===== src/rtl/usb_inep_irq_hier.sv =====
module usb_inep_irq_hier #(
  parameter int NUM_EP     = 4,
  parameter int FIFO_DEPTH = 16,
  parameter int LVL_W      = $clog2(FIFO_DEPTH + 1),
  parameter logic [11:0] BASE   = 12'h908,
  parameter logic [11:0] STRIDE = 12'h020
) (
  input  logic                     clk,
  input  logic                     rst_n,
  input  logic [NUM_EP-1:0]        ev_xfer_done,
  input  logic [NUM_EP-1:0]        ev_ep_dis,
  input  logic [NUM_EP-1:0]        ev_tok_empty,
  input  logic                     ev_timeout_ep0,
  input  logic [NUM_EP-1:0]        ev_nak_seen,
  input  logic [NUM_EP-1:0]        cmd_clr_nak,
  input  logic [NUM_EP-1:0]        ep_periodic,
  input  logic [NUM_EP*LVL_W-1:0]  fifo_used,
  input  logic                     empty_lvl_sel,
  input  logic                     reg_wr,
  input  logic                     reg_rd,
  input  logic [11:0]              reg_addr,
  input  logic [31:0]              reg_wdata,
  output logic [31:0]              reg_rdata,
  output logic [NUM_EP-1:0]        ep_sum,
  output logic                     in_ep_irq
);
  localparam logic [LVL_W-1:0] HALF  = LVL_W'(FIFO_DEPTH / 2);
  localparam logic [6:0]       W1C_M = 7'h1B;
  localparam logic [6:0]       NAK_M = 7'h40;

  logic [NUM_EP-1:0][6:0] flags;
  logic [NUM_EP-1:0]      fe;
  logic [NUM_EP-1:0]      hit;

  for (genvar g = 0; g < NUM_EP; g++) begin : g_ep
    logic [LVL_W-1:0] lvl;
    logic [6:0] set_v, clr_v;
    assign lvl    = fifo_used[g*LVL_W +: LVL_W];
    assign hit[g] = reg_addr == 12'(BASE + g * STRIDE);
    assign fe[g]  = empty_lvl_sel ? (lvl == '0) : (lvl <= HALF);
    assign set_v  = {ev_nak_seen[g], 1'b0, ev_tok_empty[g] & ~ep_periodic[g],
                     (g == 0) ? ev_timeout_ep0 : 1'b0, 1'b0, ev_ep_dis[g], ev_xfer_done[g]};
    assign clr_v  = ((reg_wr && hit[g]) ? (reg_wdata[6:0] & W1C_M) : 7'h0)
                  | (cmd_clr_nak[g] ? NAK_M : 7'h0);

    always_ff @(posedge clk)
      if (!rst_n) flags[g] <= '0;
      else        flags[g] <= (flags[g] & ~clr_v) | set_v;

    assign ep_sum[g] = (|flags[g]) | fe[g];
  end

  assign in_ep_irq = |ep_sum;

  logic [31:0] rd_next;
  always_comb begin
    rd_next = '0;
    for (int e = 0; e < NUM_EP; e++)
      if (hit[e]) rd_next = {24'h0, fe[e], flags[e]};
  end

  always_ff @(posedge clk)
    if (!rst_n)      reg_rdata <= '0;
    else if (reg_rd) reg_rdata <= rd_next;
    else             reg_rdata <= '0;
endmodule


===== config.mk =====
export PLATFORM = sky130hd
export DESIGN_NAME = usb_inep_irq_hier
export DESIGN_NICKNAME = d
export VERILOG_FILES = /design/src/rtl/usb_inep_irq_hier.sv
export SDC_FILE = /design/constraint.sdc
export NUM_CORES = 1
export LEC_CHECK = 0
export BUFFER_PORTS_ARGS = -buffer_cell sky130_fd_sc_hd__buf_2
export CORE_ASPECT_RATIO = 0.7
export CORE_UTILIZATION = 40
export DETAILED_ROUTE_END_ITERATION = 10
export GPL_TIMING_DRIVEN = 0
export PLACE_DENSITY_LB_ADDON = 0.2
export REMOVE_ABC_BUFFERS = 1
export SYNTH_ARGS = -nofsm -noshare
export SYNTH_HDL_FRONTEND = slang
export SYNTH_SLANG_ARGS = --single-unit

===== constraint.sdc =====
create_clock -name clk -period 2.55 [get_ports clk]
set_input_delay 0 -clock clk [delete_from_list [all_inputs] [get_ports clk]]
set_output_delay 0 -clock clk [all_outputs]
set_load 0.03 [all_outputs]

Yosys cells after proc, flatten, opt, wreduce, memory -nomap -nowiden
Cells that the tools add are included.
W data, S select, Z words.

word-level totals
  bits in registers = 60
  output and inout bits = 37
  logic and storage cells = 75

operators by class
  order comparisons = 4
  equal/unequal tests = 4
  muxes and demuxes = 16
  bitwise operators = 30
  reductions and logical operators = 15

operators by type and width
  operator                count
  $eq A12 B12 Y1 const B  4
  $mux W8                 4
  $and A7 B7 Y7           4
  $mux W7                 4
  $not A7 Y7              4
  $or A5 B7 Y7            4
  $or A7 B7 Y7            4
  $reduce_or A7 Y1        4
  $le A5 B4 Y1 const B    4
  $logic_not A5 Y1        4
  $mux W5                 4
  $not A1 Y1              6
  $reduce_or A5 Y1        1
  $and A1 B1 Y1           4
  $logic_and A1 B1 Y1     4
  $mux W1                 4
  $or A1 B1 Y1            4
  $reduce_or A4 Y1        1
  $reduce_and A2 Y1       1

Longest topological paths before layout
  depth after elaboration = 7
  gate-level depth with buffers = 5
  depth with buffers taken out = 4

Worst setup path before layout
OpenSTA, ideal clock, no wires.

  kind = reg2out
  from = register flags[1] (netlist name)
  to = output in_ep_irq
  arrival time = 1.977 ns
  required time = 2.550 ns
  slack = 0.573 ns
  cell stages (with the launch flop) = 5
  cells stage by stage = dfxtp_1 or4_1 nor2_1 o21ai_0 or4_1

between the ends
  cells in the longest elaborated chain, start to end = 3

RTL lines
  item                             RTL line  source
  start, declared                  31        logic [NUM_EP-1:0][6:0] flags;
  start signal, assigned by index  48        else flags[g] <= (flags[g] & ~clr_v) | set_v;
  $reduce_or A7 Y1                 50        assign ep_sum[g] = (|flags[g]) | fe[g];
  $or A1 B1 Y1                     50
  net ep_sum[0]                    24        output logic [NUM_EP-1:0] ep_sum,
  $reduce_or A4 Y1                 53        assign in_ep_irq = |ep_sum;
  end, declared                    25        output logic in_ep_irq

The timed path passes the listed nets, and every way through them passes these cells.

Worst setup path after layout
  from = register flags[15] (netlist name)
  to = output in_ep_irq

between the ends
  cells in the longest elaborated chain, start to end = 3

RTL lines
  item              RTL line
  $reduce_or A7 Y1  50
  $or A1 B1 Y1      50
  $reduce_or A4 Y1  53

Every way passes these cells.

==> flow_summary.yaml <==
die:
  die_w_um: 74.4
  rows: 17
  die_h_um: 52.7
  core_area_mm2: 0.00332
  dieArea_mm2: 0.00392
  initial_core_util_pct: 44.2
  ios: 131
timing:
  setup_slack_ns: 0.518
  fin_crit_sh_pct: 79.7
  period_minus_slack_ns: 2.03
  tightest_slew_ns: 0.489
  tns_ns: 0
  fmax_mhz: 492
  fin_skew_ns: 0.00390
  rsz0062_at_grt: "no"
  slew_headroom_pct: 66.6
  slew_violations: 0
  setup_viol: 0
  hold_viol: 0
detailed_routing:
  routed_wirelength_um: 3840
  vias: 1513
  route.detailed.drc: 0
  dr.pass1.iters: 4
  wl_per_cell_um: 12.1
  drt_iter0_drc: 78
  antenna_left: 0
  wl_met1_um: 1810
  wl_met2_um: 1670
  vias_per_cell: 4.77
  top_layer: "met4"
  wl_met3_um: 347
critical_path:
  path_max_fanout: 3
  critical_path_arrival_ns: 2.03
  startpoint_type: "flop"
  cp-end-kind: "primary output"
  worstPathRequired_ns: 2.55
  crit_type: "reg2out"
global_route:
  overflow: 0
  grt_start_max_net_pins: 22
  grt_use_total_pct: 20.7
  antenna_found_initial: 0
  grt_first_pass_wirelength_um: 6100
  grt_pass1_vias: 1367
synthesis:
  avgSynthCellArea_um2: 7.80
  yosys-top-cells-area: "dfxtp_1, buf_4, o21ai_0"
  synth-edff-count: 0
  synth_cell_types: 26
  synth.cell_area_mm2: 0.00147
  synth_warnings: 0
  synthFlopType: "dfxtp_1"
  synth_cells: 188
  synth_top_area_share_pct: 35.5
  synthArstFlopShare_pct: 0
  ys_seq_area_share_pct: 35.5
  synth_common_cells: "buf_4, dfxtp_1, nor2_1, o21ai_0, a21oi_1"
  synth-seq-cells: 26
  yosysTopAreaCell: "dfxtp_1"
clock_tree:
  cts-resized-gates: 0
  cts_buffer_depth: 2
  post-cts-setup-buffers: 0
  cts_root_buffer: "clkbuf_8"
  path_clk_slew_ns: 0.09
  cts_made_buffers: 3
  cts_tree: "done"
  cts.sinks: 26
  clk_latency_ns: 0.27
  htree_levels: 1
hold_path:
  worstHoldPathType: "in2reg"
job:
  maxCapViolCount: 0
placement:
  place_ws_ns: 0.817
  place_area_mm2: 0.00179
  routabilityCongestion: 0.846
  dp_hpwl_um: 3000
  numPortBuffers: 76
cells_and_area:
  antenna_cells: 0
  fillers: 318
  postLayoutCellArea_mm2: 0.00192
  nets: 365
  drive_gt1_share_pct: 29.6
  synthToLayoutAreaGrowth_pct: 31.0
run_status:
  status: "complete, no violations"
power:
  p_per_area_mw_per_mm2: 475
  max-vdd-ir-drop_uv: 305
  finalPower_uw: 911
  p_leak_nw: 0.962
==> layer usage <==
metal | track usage, % | vias up
met3 | 6.15 | 2
met1 | 28.7 | 669
li1 | - | 776
met2 | 32.3 | 66
met4 | 2.83 | 0
met5 | 0 | -
==> worst max-delay path, cell delays in order, from the launching register on <==
cell and delay, ns:
dfxtp_1 0.33, or4_1 0.54, nor2_1 0.10, o21ai_1 0.09, or4_1 0.51, buf_2 0.19
==> what timing repair did <==
action | CTS | global route
endpoints found under the setup margin | 0 | 0
hold endpoints to repair | 7 | 0
hold buffers | 8 | 0
==> through the flow <==
stage	std cells	hold slack, ns	util [%]
after CTS	317	0.00777	57.9
after global routing	317	0.0267	57.9
after floorplan	182	0.0915	-
final	317	0.00985	57.9
after detailed placement	305	0.213	53.8
after global placement	305	0.218	53.8
==> registers in the layout, summed over array words and instances, names as in the netlist <==
| register | flops |
|---|---|
| reg_rdata | 6 |
| flags | 20 |
==> path summary, 6_finish.rpt <==
kind | startpoint | slack, ns | end | depth (start not counted)
hold / removal | ev_xfer_done[1] | 0.01 | flags[7]$_SDFF_PN0_ | 3
hold reg to reg | flags[10]$_SDFF_PN0_ | 0.45 | flags[10]$_SDFF_PN0_ | 2
setup / recovery | flags[15]$_SDFF_PN0_ | 0.52 | in_ep_irq | 5
setup reg to reg | flags[17]$_SDFF_PN0_ | 1.38 | flags[17]$_SDFF_PN0_ | 3
==> cell usage in the layout (no fill, tap or decap), drive strengths merged <==
cell	n
and2	3
a2111oi	4
conb	26
nand3	2
o32a	1
nor2	26
and3	2
nor3	3
clkbuf	4
a211oi	1
nand2	9
o21a	4
nor2b	13
dfxtp	26
nand2b	1
o21ai	25
a31oi	2
or4	5
a21oi	16
nor4b	2
o311a	1
buf	76
inv	2
mux2i	2
dlygate4sd3	8
o211a	6
==> kinds of logic (layout without fill, tap and decap cells) <==
family	Yosys count	count (layout)	synth area share (%)
AND/OR/NAND/NOR	66	66	22.5
multiplexers	2	2	1.37
AO/OA/AOI/OAI	60	60	25.3
other	1	26	0.256
buffers and inverters	33	90	15.1
flip-flops	26	26	35.5
==> layout make-up <==
type	count	area, um2	area share [%]
well taps	47	58.8	3.06
inverters	2	7.51	0.391
flip-flops and latches	26	520	27.1
multi-input cells	154	818	42.6
repair buffers	84	460	24.0
clock buffers	4	55.1	2.87
==> report_power, final <==
group,switching [mW],internal (mW),total [mW]
combinational,0.131,0.0785,0.209
clock,0.125,0.138,0.263
sequential,0.0148,0.425,0.439
total,0.271,0.641,0.911
Power figures use the tool's default switching activity.
